File: config.mk
export PLATFORM = sky130hd
export DESIGN_NAME = burst_addr_gen
export DESIGN_NICKNAME = d
export VERILOG_FILES = /design/src/rtl/burst_addr_pkg.sv /design/src/rtl/burst_len_decode.sv /design/src/rtl/burst_beat_ctr.sv /design/src/rtl/burst_addr_calc.sv /design/src/rtl/burst_addr_gen.sv
export SDC_FILE = /design/constraint.sdc
export NUM_CORES = 1
export LEC_CHECK = 0
export BUFFER_PORTS_ARGS = -buffer_cell sky130_fd_sc_hd__buf_2
export CAP_MARGIN = 20
export CELL_PAD_IN_SITES_DETAIL_PLACEMENT = 2
export CELL_PAD_IN_SITES_GLOBAL_PLACEMENT = 2
export CORE_MARGIN = 3
export CORE_UTILIZATION = 34
export CTS_BUF_LIST = sky130_fd_sc_hd__clkbuf_16
export CTS_CLUSTER_SIZE = 28
export DETAILED_ROUTE_END_ITERATION = 10
export PLACE_DENSITY_LB_ADDON = 0.1
export SYNTH_ARGS = -nofsm -noshare
export SYNTH_HDL_FRONTEND = slang
export SYNTH_SLANG_ARGS = --single-unit
File: constraint.sdc
create_clock -name clk_i -period 2.8 [get_ports clk_i]
set_input_delay 0.14 -clock clk_i [delete_from_list [all_inputs] [get_ports clk_i]]
set_output_delay 0.14 -clock clk_i [all_outputs]
set_load 0.02 [all_outputs]
File: src/rtl/burst_addr_pkg.sv
package burst_addr_pkg;
  localparam int CNT_W = 3;  // log2 of the widest window (8 words)

  localparam logic [2:0] LC_4    = 3'b001;
  localparam logic [2:0] LC_8    = 3'b010;
  localparam logic [2:0] LC_CONT = 3'b111;

  localparam logic [CNT_W-1:0] MASK_4 = CNT_W'(3);
  localparam logic [CNT_W-1:0] MASK_8 = CNT_W'(7);
endpackage

File: src/rtl/burst_len_decode.sv
module burst_len_decode
  import burst_addr_pkg::*;
(
  input  logic [2:0]       code_i,
  output logic [CNT_W-1:0] mask_o,
  output logic             cont_o
);
  always_comb begin
    mask_o = MASK_4;
    cont_o = 1'b0;
    unique case (code_i)
      LC_8:    mask_o = MASK_8;
      LC_CONT: begin
        mask_o = MASK_8;
        cont_o = 1'b1;
      end
      default: mask_o = MASK_4;  // LC_4 and every unlisted code
    endcase
  end
endmodule

File: src/rtl/burst_beat_ctr.sv
module burst_beat_ctr
  import burst_addr_pkg::*;
(
  input  logic             clk_i,
  input  logic             rst_ni,
  input  logic             start_i,
  input  logic             next_i,
  input  logic             cont_i,
  input  logic [CNT_W-1:0] mask_i,
  output logic [CNT_W-1:0] cnt_o,
  output logic             valid_o,
  output logic             last_o
);
  logic [CNT_W-1:0] cnt_q;
  logic             valid_q;

  assign last_o  = valid_q && !cont_i && (cnt_q == mask_i);
  assign cnt_o   = cnt_q;
  assign valid_o = valid_q;

  always_ff @(posedge clk_i or negedge rst_ni) begin
    if (!rst_ni) begin
      cnt_q   <= '0;
      valid_q <= 1'b0;
    end else if (start_i) begin
      cnt_q   <= '0;
      valid_q <= 1'b1;
    end else if (valid_q && next_i) begin
      if (last_o)       valid_q <= 1'b0;
      else if (!cont_i) cnt_q   <= cnt_q + 1'b1;
    end
  end
endmodule

File: src/rtl/burst_addr_calc.sv
module burst_addr_calc
  import burst_addr_pkg::*;
#(
  parameter int ADDR_W = 24
) (
  input  logic [ADDR_W-1:0] base_i,
  input  logic [ADDR_W-1:0] lin_i,
  input  logic [CNT_W-1:0]  cnt_i,
  input  logic [CNT_W-1:0]  mask_i,
  input  logic              seq_i,
  input  logic              wrap_i,
  input  logic              cont_i,
  output logic [ADDR_W-1:0] addr_o
);
  localparam int PAD_W = ADDR_W - CNT_W;

  logic [ADDR_W-1:0] cnt_ext, mask_ext, seq_addr, ilv_addr;

  assign cnt_ext  = {{PAD_W{1'b0}}, cnt_i};
  assign mask_ext = {{PAD_W{1'b0}}, mask_i};
  assign seq_addr = (base_i & ~mask_ext) | ((base_i + cnt_ext) & mask_ext);
  assign ilv_addr = base_i ^ cnt_ext;

  always_comb begin
    if (cont_i || !wrap_i) addr_o = lin_i;
    else if (seq_i)        addr_o = seq_addr;
    else                   addr_o = ilv_addr;
  end
endmodule

File: src/rtl/burst_addr_gen.sv
module burst_addr_gen
  import burst_addr_pkg::*;
#(
  parameter int ADDR_W = 24
) (
  input  logic              clk_i,
  input  logic              rst_ni,
  input  logic              start_i,
  input  logic [ADDR_W-1:0] start_addr_i,
  input  logic              burst_seq_i,
  input  logic              no_wrap_i,
  input  logic [2:0]        len_code_i,
  input  logic              next_i,
  output logic [ADDR_W-1:0] addr_o,
  output logic              valid_o,
  output logic              last_o
);
  logic [ADDR_W-1:0] base_q, lin_q;
  logic [CNT_W-1:0]  mask_d, mask_q, cnt;
  logic              cont_d, cont_q, seq_q, wrap_q;

  burst_len_decode u_dec (
    .code_i (len_code_i),
    .mask_o (mask_d),
    .cont_o (cont_d)
  );

  // configuration is captured once per burst
  always_ff @(posedge clk_i or negedge rst_ni) begin
    if (!rst_ni) begin
      base_q <= '0;
      lin_q  <= '0;
      mask_q <= MASK_4;
      cont_q <= 1'b0;
      seq_q  <= 1'b1;
      wrap_q <= 1'b1;
    end else if (start_i) begin
      base_q <= start_addr_i;
      lin_q  <= start_addr_i;
      mask_q <= mask_d;
      cont_q <= cont_d;
      seq_q  <= burst_seq_i;
      wrap_q <= !no_wrap_i;
    end else if (valid_o && next_i && !last_o) begin
      lin_q  <= lin_q + 1'b1;
    end
  end

  burst_beat_ctr u_ctr (
    .clk_i   (clk_i),
    .rst_ni  (rst_ni),
    .start_i (start_i),
    .next_i  (next_i),
    .cont_i  (cont_q),
    .mask_i  (mask_q),
    .cnt_o   (cnt),
    .valid_o (valid_o),
    .last_o  (last_o)
  );

  burst_addr_calc #(.ADDR_W(ADDR_W)) u_calc (
    .base_i (base_q),
    .lin_i  (lin_q),
    .cnt_i  (cnt),
    .mask_i (mask_q),
    .seq_i  (seq_q),
    .wrap_i (wrap_q),
    .cont_i (cont_q),
    .addr_o (addr_o)
  );
endmodule

### After elaboration in Yosys (flattened, before gate mapping)

Cells that the tools add are included.
Widths: inputs -> output; s select.

| word-level totals | value |
|---|---|
| bits in registers | 58 |
| bits of input ports | 33 |
| output and inout port bits | 26 |
| word-level logic and storage cells | 49 |

| operators by class | value |
|---|---|
| add/sub/neg operators | 3 |
| equality and inequality tests | 5 |
| multiplexer cells | 13 |
| bitwise logic cells | 5 |
| reductions and logical operators | 15 |

Operator list:

| operator | count |
|---|---|
| $mux 24 | 4 |
| $add 24x1->24 const B | 1 |
| $add 24x3->24 | 1 |
| $and 24x24->24 | 1 |
| $and 24x3->24 | 1 |
| $not 3->24 | 1 |
| $or 24x24->24 | 1 |
| $xor 24x3->24 | 1 |
| $mux 3 | 5 |
| $reduce_bool 2->1 | 3 |
| $logic_and 1x1->1 | 4 |
| $logic_not 1->1 | 4 |
| $mux 1 | 4 |
| $ne 2x2->1 const B | 2 |
| $add 3x1->3 const B | 1 |
| $eq 3x2->1 const B | 1 |
| $eq 3x3->1 | 1 |
| $eq 3x3->1 const B | 1 |
| $reduce_and 3->1 | 1 |
| $reduce_and 2->1 | 1 |
| $reduce_or 2->1 | 1 |
| $logic_or 1x1->1 | 1 |

### Logic depth before layout (Yosys ltp)

Gate-level depths: netlist of run 1.

| depth | value |
|---|---|
| depth after elaboration | 7 |
| gate-level depth with buffers | 7 |

### Hierarchy

Synthesis of run 1 repeated with hierarchy kept, for this count alone.

| second synthesis, totals | value |
|---|---|
| cells, all modules | 364 |
| area total of the unflattened synthesis | 3,278.1 µm² |

Modules (own cells, without submodules):

| module | instances | cells each | area each (µm²) | sequential area each (µm²) |
|---|---|---|---|---|
| burst_addr_gen | 1 | 245 | 2,527.4 | 1,356.3 |
| burst_addr_calc | 1 | 92 | 462.9 | 0.0 |
| burst_beat_ctr | 1 | 21 | 246.5 | 100.1 |
| burst_len_decode | 1 | 6 | 41.3 | 0.0 |

### Worst setup path before layout of run 1

Ideal clock, no wire load.

| path | value |
|---|---|
| kind | register to output |
| start point | register u_ctr.cnt_q[0] (netlist: u_ctr.cnt_o[0]) |
| end point | output port addr_o[2] |
| data arrival time | 1,943 ps |
| required time | 2,660 ps |
| path slack | 717 ps |
| stages on the path, launching flop included | 7 |
| buffers on the path | 0 |
| cells stage by stage | dfrtp_1 ha_1 fa_1 nand2b_1 a21boi_0 nor3_1 o31ai_1 |

| between the ends | value |
|---|---|
| word-level cells in the longest chain between the ends | 5 |

RTL lines:

| item | line | RTL |
|---|---|---|
| start: declaration | burst_beat_ctr.sv:14 | `logic [CNT_W-1:0] cnt_q;` |
| start signal: assignment | burst_beat_ctr.sv:30 | `else if (!cont_i) cnt_q <= cnt_q + 1'b1;` |
| $add 24x3->24 | burst_addr_calc.sv:21 | `assign seq_addr = (base_i & ~mask_ext) \| ((base_i + cnt_ext) & mask_ext);` |
| $and 24x3->24 | burst_addr_calc.sv:21 |  |
| $or 24x24->24 | burst_addr_calc.sv:21 |  |
| $mux 24 | burst_addr_calc.sv:26 | `else if (seq_i) addr_o = seq_addr;` |
| $mux 24 | burst_addr_calc.sv:25 | `if (cont_i \|\| !wrap_i) addr_o = lin_i;` |
| end: declaration | burst_addr_gen.sv:14 | `output logic [ADDR_W-1:0] addr_o,` |

Every way passes these cells.

### Final worst setup path of run 1

| path | value |
|---|---|
| start point | register u_ctr.cnt_q[1] (netlist: u_ctr.cnt_o[1]) |
| end point | register lin_q[14] |

| between the ends | value |
|---|---|
| word-level cells in the longest chain between the ends | 5 |

RTL lines:

| item | line | RTL |
|---|---|---|
| $eq 3x3->1 | burst_beat_ctr.sv:17 | `assign last_o = valid_q && !cont_i && (cnt_q == mask_i);` |
| $logic_and 1x1->1 | burst_beat_ctr.sv:17 |  |
| $logic_not 1->1 | burst_addr_gen.sv:44 | `end else if (valid_o && next_i && !last_o) begin` |
| $logic_and 1x1->1 | burst_addr_gen.sv:44 |  |
| $reduce_bool 2->1 (no line) | n/a |  |
| end signal: assignment | burst_addr_gen.sv:39 | `lin_q <= start_addr_i;` |
| end signal: assignment | burst_addr_gen.sv:45 | `lin_q <= lin_q + 1'b1;` |
| end: declaration | burst_addr_gen.sv:18 | `logic [ADDR_W-1:0] base_q, lin_q;` |

Every way passes these cells.
A chain may end at the register's enable or synchronous reset.

==> results of run 1 <==
## cell type report
type                    instances  area (µm²)  share of cell area, %
inverters                      15       56.30                  1.564
repair buffers                 66       375.4                  10.42
well taps                     105       131.4                  3.648
multi-input cells             211        1471                  40.86
clock buffers                   5       125.1                  3.475
clock inverters                 3       37.54                  1.042
flip-flops and latches         56        1404                  38.99
## worst max-delay path: stages (launching register included)
cell      delay [ns]
dfrtp_1         0.44
ha_1            0.25
nor2b_1         0.25
a2111o_1        0.62
or4_1           0.53
a31oi_1         0.19
## metal layers
layer | share of wire (%) | vias up | track usage, % | wire, µm
met3 | 2.6 | 5 | 2.641 | 223
met1 | 47 | 1303 | 24.16 | 4022
met5 | 0 | - | 0 | 0
met4 | 0.66 | 0 | 3.834 | 57
li1 | - | 1198 | - | -
met2 | 50 | 35 | 31.14 | 4276
## cells in the mapped netlist (2+ instances only)
master	instances
dfrtp_1	54
a31oi_1	14
nand4_1	8
nor2_1	20
nand2_1	27
buf_1	4
a2111oi_0	2
nand3_1	10
nand2b_1	3
o2bb2ai_1	2
or4_1	8
xnor2_1	9
or3_1	6
clkbuf_1	11
a2111o_1	2
ha_1	4
and3_1	2
a21oi_1	2
dfstp_2	2
mux2i_1	3
o21ai_0	26
mux2_2	35
inv_1	14
o31ai_1	9
and4_1	2
a211oi_1	4
xor2_1	2
## per-stage QoR
step	std cells	area (µm²)	util [%]
after floorplan	299	3004	-
after global placement	450	3391	40.45
after detailed placement	450	3391	40.45
after CTS	459	3563	42.51
after global routing	461	3601	42.96
final	461	3601	42.96
## path summary, 6_finish.rpt
path	start	to	cells after the start
hold reg to reg	base_q[20]$_DFFE_PN0P_	base_q[20]$_DFFE_PN0P_	1
setup reg to reg	u_ctr.cnt_o[1]$_DFFE_PN0P_	lin_q[14]$_DFFE_PN0P_	5
max in group asynchronous	rst_ni	wrap_q$_DFFE_PN1P_	4
min in group asynchronous	rst_ni	lin_q[0]$_DFFE_PN0P_	2
setup / recovery	u_ctr.cnt_o[1]$_DFFE_PN0P_	lin_q[14]$_DFFE_PN0P_	5
hold / removal	burst_seq_i	seq_q$_DFFE_PN1P_	2
## state kept, by name (all words and copies together) (netlist names)
| register | flops |
|---|---|
| wrap_q | 1 |
| base_q | 24 |
| cont_q | 1 |
| u_ctr.valid_o | 1 |
| seq_q | 1 |
| lin_q | 24 |
| u_ctr.cnt_o | 3 |
| mask_q | 1 |
## report_power, final
part / total (µW) / internal (µW) / leakage (µW) / switching, µW
Clock: 706 / 417 / 0.0000864 / 289
Sequential: 966 / 886 / 0.000657 / 79.4
Combinational: 454 / 192 / 0.000796 / 261
## logic make-up after synthesis
group,after synthesis
mux,38
buf+inv,32
simple gates,90
flops,56
xor+xnor,11
fa+ha+maj,5
compound gates,67
## timing repair
action / 4_1_cts / 5_1_grt
endpoints found under the hold margin: 1 / 17
resized for setup: 0 / 0
hold buffers: 1 / 1
==> results.md, run 1 <==
* Min Tclk post-route at 2.366 ns
* Clock transition at path regs at 0.07 ns
* XOR/XNOR share of the synthesized area at 3.207%
* Post-route DRC at 0
* Post-CTS setup repair buffer count at 0
* Die W at 100 µm
* Starting density of the core at 35.84%
* ANT cells at 0
* VDD IR-drop max at 264.6 µV
* Warnings, synthesis at 0
* Simple-Gate Fraction of Synth Area at 14.95%
* Worst skew pair latency at 0.29 ns
* CTS H-tree depth at 2
* Peak Freq at 0.4227 GHz
* Largest net degree at the start of global routing at 50
* Worst hold path class: in -> reg
* Setup tns final at 0 ns
* CTS tree: done
* Iter 0 DRT Violations at 66
* Seq/Total Area, Yosys at 46.73%
* Hold Slack at 0.07957 ns
* Most frequent cells in the layout: 58 x buf_2, 54 x dfrtp_1, 35 x mux2_2
* Top-area cell type share of the netlist area at 44.98%
* Cell Pwr Density at 590.2 nW/µm²
* Leak at 0.001540 µW
* Syn_area_per_cell at 10.05 µm²
* Core Area at 8382 µm²
* Adder-Cell Fraction of Synth Area at 2.332%
* Most common cell after layout, fill and taps aside: buf_2
* Post-DRT Antenna Nets at 0
* Design Power at 2125 µW
* Total GRT Usage at 18.05%
* DP Worst Slack at 0.4414 ns
* Wirelength, routed at 8579 µm
* Mux share of post-synthesis cell area at 14.12%
* Worst Path Class, Setup: reg -> reg
* Synth Cell Area at 3004 µm²
* Final setup margin at 0.4342 ns
* Synth top area cells: dfrtp_1 45%, mux2_2 13%, o21ai_0 4.3%, nand2_1 3.4%, a31oi_1 2.9%
* Status: finished clean
* Max Buffers Root-to-Sink at 2
* Vias/cell at 5.512
* Max-slew violations at 0
* Final hold vios at 0
* Worst-Margin Slew at 0.6367 ns
* Worst Skew at 0.008223 ns
* Port buffer count at 58
* RSZ-0062 raised after global routing: false
* Gpl congestion at 0.7482
* Crit path launch type: register
* Max FO, Critical Path at 15
* Post-synthesis compound-gate area fraction at 14.37%
* Vias in the first global route at 2805
* Fillers at 959
* Rows at 33
* Syn Inst Count at 299
* Pre-Repair DR Iteration Count at 4
* Initial antenna violation count at 0
* Number of synthesized flops with an enable pin at 0
* DIE AREA at 10000 µm²
* Relative slew margins at 57.47%
* Number of I/O pins at 59
* Worst Path Required at 3.01 ns
* TritonCTS Buffers at 5
* Syn Nets at 337
* Synthesis-to-finish area growth at 19.87%
* Final HPWL DP at 5841 µm
* Fraction of layout cells with a size suffix above 1 at 30.34%
* Count of different cell masters after synthesis at 41
* Total grt overflow at 0
* Ys async rst share at 100.0%
* DR WL/cell at 18.61 µm
* Worst setup EP type: register
* Yosys reg bits at 56
* Leading area contributor after synthesis: dfrtp_1
* Via count at 2541
* Clock sinks at 56
* Arrival @ worst endpoint at 2.58 ns
* Nets@finish at 393
* Primary FF master, synth: dfrtp_1
* Final setup vio count at 0
* Final worst-path cycle share at 84.49%
* Die Height at 100 µm
* R2R setup slack at 0.43 ns
* First-pass GRT wire length at 14530 µm
* Max-Cap Viols at 0
* Largest family of logic cells by synthesized area: simple AND/OR/NAND/NOR gates
* Clock root buffer: clkbuf_16
Note: power is estimated with default switching activity, not from simulation.
==> run 2: changes to the inputs <==
--- a/config.mk
+++ b/config.mk
@@ -5,12 +5,13 @@
 export SDC_FILE = /design/constraint.sdc
 export NUM_CORES = 1
 export LEC_CHECK = 0
+export ABC_AREA = 1
 export BUFFER_PORTS_ARGS = -buffer_cell sky130_fd_sc_hd__buf_2
 export CAP_MARGIN = 20
 export CELL_PAD_IN_SITES_DETAIL_PLACEMENT = 2
 export CELL_PAD_IN_SITES_GLOBAL_PLACEMENT = 2
 export CORE_MARGIN = 3
-export CORE_UTILIZATION = 34
+export CORE_UTILIZATION = 28
 export CTS_BUF_LIST = sky130_fd_sc_hd__clkbuf_16
 export CTS_CLUSTER_SIZE = 28
 export DETAILED_ROUTE_END_ITERATION = 10
==> constraint.sdc (replaced) <==
create_clock -name clk_i -period 1.91 [get_ports clk_i]
set_input_delay 0.0955 -clock clk_i [delete_from_list [all_inputs] [get_ports clk_i]]
set_output_delay 0.0955 -clock clk_i [all_outputs]
set_load 0.02 [all_outputs]
==> run 2 against run 1 <==
  * First-iteration DRC count is 130% higher
  * Synthesized area rose by 11%
  * Power is 48% higher
  * Die area rose by 32%
  * Sequential share of layout area decreased by 3.7 points
  * Final area is 11% higher
  * Routed wire length is 27% higher
  * Via count up 26%
  * Sequential power grew 49%
  * Global-route usage is 0.64 points lower
  * Critical path depth increased by 4
  * Utilization is 8.4 points lower
  * Critical path type is now reg -> out
==> results.md, run 2 <==
* Status: finished clean
* Syn_area_per_cell at 7.349 µm²
* Worst Path Required at 1.81 ns
* Leading area contributor after synthesis: dfrtp_1
* Worst-path cell with the longest stage delay: dfrtp_1
* Final setup vio count at 0
* Clock sinks at 56
* CP bufs+invs at 2
* Relative slew margins at 72.81%
* CTS tree: done
* Int Power at 2060 µW
* Most frequent cell after synthesis: nand2_1
* Die W at 114.9 µm
* Sequential share of power at 45.7%
* Synth top area cells: dfrtp_1 41%, nand2_1 17%, o21ai_0 8.1%, inv_1 6.0%, nand3_1 4.7%
* Max-slew violations at 0
* Post-route DRC at 0
* ANT cells at 0
* Top-area cell type share of the netlist area at 40.68%
* Combinational share of power at 24.7%
* Vias/cell at 4.851
* Crit path launch type: register
* Leak at 0.001994 µW
* Worst Skew at 0.004485 ns
* Synth Cell Area at 3322 µm²
* Arrival @ worst endpoint at 1.77 ns
* Syn Nets at 490
* Synthesis-to-finish area growth at 19.92%
* Clock transition at path regs at 0.07 ns
* Worst-Margin Slew at 0.4069 ns
* Yosys reg bits at 56
* Core Area at 11520 µm²
* Worst skew pair latency at 0.30 ns
* Peak Freq at 0.5358 GHz
* Most common cell after layout, fill and taps aside: nand2_1
* Post-synth top cells: 152 x nand2_1, 54 x dfrtp_1, 54 x o21ai_0
* Max FO, Critical Path at 2
* TritonCTS Buffers at 5
* CP Cell Sequence: ha_2 -> fa_2 -> inv_2 -> nor2_1 -> o21ai_1 -> nand2_1 -> nand2_1 -> nand2_1 -> buf_6
* Ys async rst share at 100.0%
* Nets@finish at 552
* Die Height at 114.9 µm
* Cell Pwr Density at 789.7 nW/µm²
* Psw at 1086 µW
* Port buffer count at 58
* Iter 0 DRT Violations at 151
* Worst hold path class: in -> reg
* CTS H-tree depth at 2
* Pre-Repair DR Iteration Count at 4
* Most frequent CP cell: nand2_1
* CP peak stage delay at 0.40 ns
* Syn Inst Count at 452
* Initial antenna violation count at 0
* Vias in the first global route at 3379
* Total grt overflow at 0
* First-pass GRT wire length at 18130 µm
* RSZ-0062 raised after global routing: true
* Seq/Total Area, Yosys at 42.26%
* Largest net degree at the start of global routing at 57
* Delay-heaviest family, CP: adder cells
* Final HPWL DP at 8219 µm
* Primary FF master, synth: dfrtp_1
* Wirelength, routed at 10930 µm
* Fraction of layout cells with a size suffix above 1 at 21.94%
* Clk network pwr share at 29.6%
* Final worst-path cycle share at 97.72%
* Gpl congestion at 0.7716
* Post-layout util at 34.59%
* Total GRT Usage at 17.41%
* Number of I/O pins at 59
* Max Buffers Root-to-Sink at 2
* Rows at 39
* Count of different cell masters after synthesis at 32
* Clock root buffer: clkbuf_16
* DR WL/cell at 16.61 µm
* Starting density of the core at 28.85%
* Most frequent cells in the layout: 150 x nand2_1, 56 x buf_2, 54 x dfrtp_1
* Number of synthesized flops with an enable pin at 0
* Finished Cell Area at 3984 µm²
* Final hold vios at 0
* DIE AREA at 13210 µm²
* Placed inst area at 3791 µm²
* Via count at 3192
* Worst setup EP type: output pin
* Max-Cap Viols at 0
* Post-DRT Antenna Nets at 0
* Warnings, synthesis at 0
* VDD IR-drop max at 305.5 µV
* Min Tclk post-route at 1.866 ns
* Switching share of power at 34.52%
* Fillers at 1386
* Worst Path Class, Setup: reg -> out
run 2: power by group through the flow:
stage	Sequential [µW]	Clock (µW)	Combinational, µW
2_1_floorplan	1410	0	498
3_3_place_gp	1450	0	739
3_5_place_dp	1460	0	761
4_1_cts	1440	979	788
5_1_grt	1460	1030	884
6_report	1440	930	778
run 2: worst reg2reg max path: cells and delay by family (launching register included):
family,cells,cell delay (ns)
simple gates,4,0.82
flops,1,0.40
buf+inv,1,0.15
fa+ha+maj,1,0.22
compound gates,1,0.12
run 2: what timing repair did:
action	4_1_cts	5_1_grt
pin swaps	2	2
setup endpoints to repair	2	2
setup buffers	1	0
gates resized for setup	6	5
hold buffers	2	0
endpoints found under the hold margin	55	0
run 2: cells by family (layout without fill, tap and decap cells):
logic type                 count (synthesis)  in the layout  synth area share [%]
AOI/OAI and AO/OA                         79             79                 14.27
xor gates and xnor gates                   9              9                 2.599
adders and majority gates                  5              5                 2.109
buffers and inverters                     71            134                 8.851
DFF                                       56             56                 42.26
and+or+nand+nor                          232            232                 29.91
run 2: cell type report:
cell class	instances	area [µm²]	share of cell area, %
inverter	55	206.4	5.182
clock inverter	3	13.76	0.3455
tap	143	178.9	4.491
clock buffer	5	125.1	3.141
multi-input combinational	325	1638	41.11
sequential	56	1404	35.24
timing repair buffer	71	417.9	10.49
run 2: layer usage:
layer	routed length [µm]	track usage, %	share of wire (%)
met5	0	0	0
met4	98	3.521	0.90
met3	307	2.579	2.8
met2	4943	28.05	45
met1	5580	24.94	51
run 2: final timing paths:
kind	slack [ns]	startpoint	depth (start not counted)	endpoint
worst max-delay path	0.04	u_ctr.cnt_o[0]$_DFFE_PN0P_	9	addr_o[2]
worst min-delay path	0.01	burst_seq_i	3	seq_q$_DFFE_PN1P_
worst max register to register	0.13	u_ctr.cnt_o[0]$_DFFE_PN0P_	7	lin_q[12]$_DFFE_PN0P_
worst min register to register	0.51	wrap_q$_DFFE_PN1P_	2	wrap_q$_DFFE_PN1P_
max in group asynchronous	1.23	rst_ni	3	seq_q$_DFFE_PN1P_
min in group asynchronous	0.31	rst_ni	3	u_ctr.cnt_o[2]$_DFFE_PN0P_
run 2: metrics by stage:
step	hold WS [ns]	setup TNS (ns)	std cells	worst slack, ns	power, µW
2_1_floorplan	-0.2001	0	452	0.3536	1907
3_3_place_gp	0.1383	0	647	0.2303	2192
3_5_place_dp	0.1355	0	647	0.2046	2223
4_1_cts	0.006114	0	658	0.004998	3205
5_1_grt	0.03754	-0.07406	658	-0.05032	3374
6_report	0.01425	0	658	0.04356	3146
==> run 3: changes to the inputs <==
--- a/config.mk
+++ b/config.mk
@@ -5,17 +5,17 @@
 export SDC_FILE = /design/constraint.sdc
 export NUM_CORES = 1
 export LEC_CHECK = 0
-export ABC_AREA = 1
 export BUFFER_PORTS_ARGS = -buffer_cell sky130_fd_sc_hd__buf_2
 export CAP_MARGIN = 20
 export CELL_PAD_IN_SITES_DETAIL_PLACEMENT = 2
 export CELL_PAD_IN_SITES_GLOBAL_PLACEMENT = 2
 export CORE_MARGIN = 3
-export CORE_UTILIZATION = 28
+export CORE_UTILIZATION = 31
 export CTS_BUF_LIST = sky130_fd_sc_hd__clkbuf_16
 export CTS_CLUSTER_SIZE = 28
 export DETAILED_ROUTE_END_ITERATION = 10
 export PLACE_DENSITY_LB_ADDON = 0.1
+export REMOVE_ABC_BUFFERS = 1
 export SYNTH_ARGS = -nofsm -noshare
 export SYNTH_HDL_FRONTEND = slang
 export SYNTH_SLANG_ARGS = --single-unit
==> run 3 against run 2 <==
  * The flow now finishes with violations (setup timing)
  * Via count decreased by 15%
  * Register-to-register slack got worse by 0.34 ns
  * Combinational power increased by 9.0%
  * Utilization increased by 9.2 points
  * Flip-flop and latch count unchanged
  * Final area increased by 2.6%
  * Critical path depth decreased by 1
  * Clock skew increased by 0.0044 ns
  * Non-clock buffer count increased by 32
  * Clock-buffer cell count unchanged
  * Sequential share of layout area decreased by 0.85 points
  * Critical path type unchanged
==> results.md, run 3 (synthesized netlist as in run 1, its figures left out) <==
* Post-DRT Antenna Nets at 0
* Final worst-path cycle share at 115.4%
* Arrival @ worst endpoint at 2.11 ns
* Worst Skew at 0.008912 ns
* Die Height at 104.4 µm
* Crit path launch type: register
* Relative slew margins at 57.75%
* Fillers at 1032
* Worst hold path class: in -> reg
* Total grt overflow at 0
* Vias in the first global route at 3036
* Nets@finish at 431
* Switching share of power at 32.19%
* Largest net degree at the start of global routing at 50
* Gpl congestion at 0.7508
* Finished Cell Area at 4086 µm²
* Synthesis-to-finish area growth at 36.03%
* Hold depth at 2
* Final hold vios at 0
* Clock sinks at 56
* Max FO, Critical Path at 2
* First-pass GRT wire length at 16410 µm
* Number of I/O pins at 59
* Placed inst area at 3674 µm²
* Peak Freq at 0.4539 GHz
* Post-layout util at 43.81%
* Cell Pwr Density at 779.9 nW/µm²
* Core Area at 9328 µm²
* Total GRT Usage at 18.75%
* CTS H-tree depth at 2
* Sequential share of power at 43.8%
* Fraction of layout cells with a size suffix above 1 at 42.89%
* Most frequent cells in the layout: 57 x buf_2, 53 x dfrtp_1, 36 x buf_4
* Inst Count DP at 506
* Failing checks: setup timing
* Worst setup EP type: output pin
* Sequential Area at 1405 µm²
* Worst-Margin Slew at 0.6328 ns
* Vias/cell at 5.199
* Most common cell after layout, fill and taps aside: buf_2
* Wirelength, routed at 10080 µm
* Final HPWL DP at 6805 µm
* Iter 0 DRT Violations at 80
* Cell Count, Final, Fillers Out at 523
* Max-slew violations at 0
* VDD IR-drop max at 343.3 µV
* Clk network pwr share at 29.6%
* Worst skew pair latency at 0.30 ns
* Int Power at 2161 µW
* Rows at 35
* Final setup vio count at 18
* Max Buffers Root-to-Sink at 2
* Min Tclk post-route at 2.203 ns
* DIE AREA at 10910 µm²
* Initial antenna violation count at 0
* Combinational share of power at 26.6%
* Worst Path Class, Setup: reg -> out
* Pre-Repair DR Iteration Count at 4
* Path depth of the worst reg2reg path at 7
* Clock root buffer: clkbuf_16
* Post-route DRC at 0
* Clock transition at path regs at 0.08 ns
* Final setup margin at -0.2933 ns
* Die W at 104.4 µm
* Psw at 1026 µW
* Max-Cap Viols at 0
* DR WL/cell at 19.27 µm
* Leak at 0.001734 µW
* Via count at 2719
* RSZ-0062 raised after global routing: true
* Multi-input logic area at 1648 µm²
* Port buffer count at 58
* TritonCTS Buffers at 5
* Status: complete, but fails checks
* Design Power at 3187 µW
* Starting density of the core at 32.21%
* ANT cells at 0
* Worst Path Required at 1.81 ns
* CTS tree: done
[run 3: cell count changes in the layout (fill, tap and decap cells not counted), sizes merged, moves of 21 or more]
cell / change
nand3: -21
mux2: +35
inv: -39
buf: +32
nand2: -129
o21ai: -29
[run 3: path summary, 6_finish.rpt]
path                            slack, ns                     end                  startpoint
worst max-delay path                -0.29               addr_o[2]  u_ctr.cnt_o[0]$_DFFE_PN0P_
worst min-delay path                 0.03       seq_q$_DFFE_PN1P_                 burst_seq_i
worst max register to register      -0.21   lin_q[12]$_DFFE_PN0P_  u_ctr.cnt_o[0]$_DFFE_PN0P_
worst min register to register       0.51  base_q[18]$_DFFE_PN0P_      base_q[18]$_DFFE_PN0P_
max in group asynchronous            0.90       seq_q$_DFFE_PN1P_                      rst_ni
min in group asynchronous            0.33   base_q[5]$_DFFE_PN0P_                      rst_ni
[run 3: area by class of cell]
| class | count | area share (%) |
|---|---|---|
| multi-input cells | 212 | 40.32 |
| well taps | 129 | 3.950 |
| inverters | 15 | 1.378 |
| flip-flops and latches | 56 | 34.38 |
| repair buffers | 103 | 16.50 |
| clock buffers | 5 | 3.062 |
| clock inverters | 3 | 0.3980 |
[run 3: worst max-delay path: stages (launching register included)]
cell and delay (ns):
dfrtp_1 0.40, buf_6 0.13, ha_4 0.15, fa_2 0.38, nand3_1 0.10, nor2_1 0.06, o21a_1 0.17, o31ai_1 0.23
buf_2 0.20
[run 3: repair_timing]
action | in CTS | in global routing
pin swaps | 12 | 10
endpoints found under the hold margin | 17 | 0
hold buffers | 2 | 0
endpoints found under the setup margin | 34 | 27
setup buffers | 4 | 2
resized for setup | 26 | 20
cloned | 1 | 0
[run 3: per-stage QoR]
step | hold slack (ns) | setup WS, ns | TNS (ns)
detailed placement | 0.1158 | -0.2292 | -2.269
CTS | 0.02955 | -0.2862 | -2.161
global placement | 0.1153 | -0.1216 | -0.9872
global route | 0.02789 | -0.3625 | -3.817
finish | 0.02999 | -0.2933 | -2.526
floorplan | -0.2001 | -0.1405 | -0.9688
[run 3: power groups by stage]
stage / Sequential, µW / Combinational, µW / Clock, µW
6_report: 1400 / 848 / 943
5_1_grt: 1410 / 934 / 1020
4_1_cts: 1390 / 827 / 967
3_5_place_dp: 1410 / 786 / 0
3_3_place_gp: 1400 / 761 / 0
2_1_floorplan: 1400 / 418 / 0
[run 3: metal layers]
metal | up-vias | track usage, % | share of wire [%]
met1 | 1403 | 23.14 | 43
met5 | - | 0 | 0
met2 | 35 | 34.46 | 54
li1 | 1276 | - | -
met4 | 0 | 3.799 | 0.74
met3 | 5 | 2.855 | 2.3
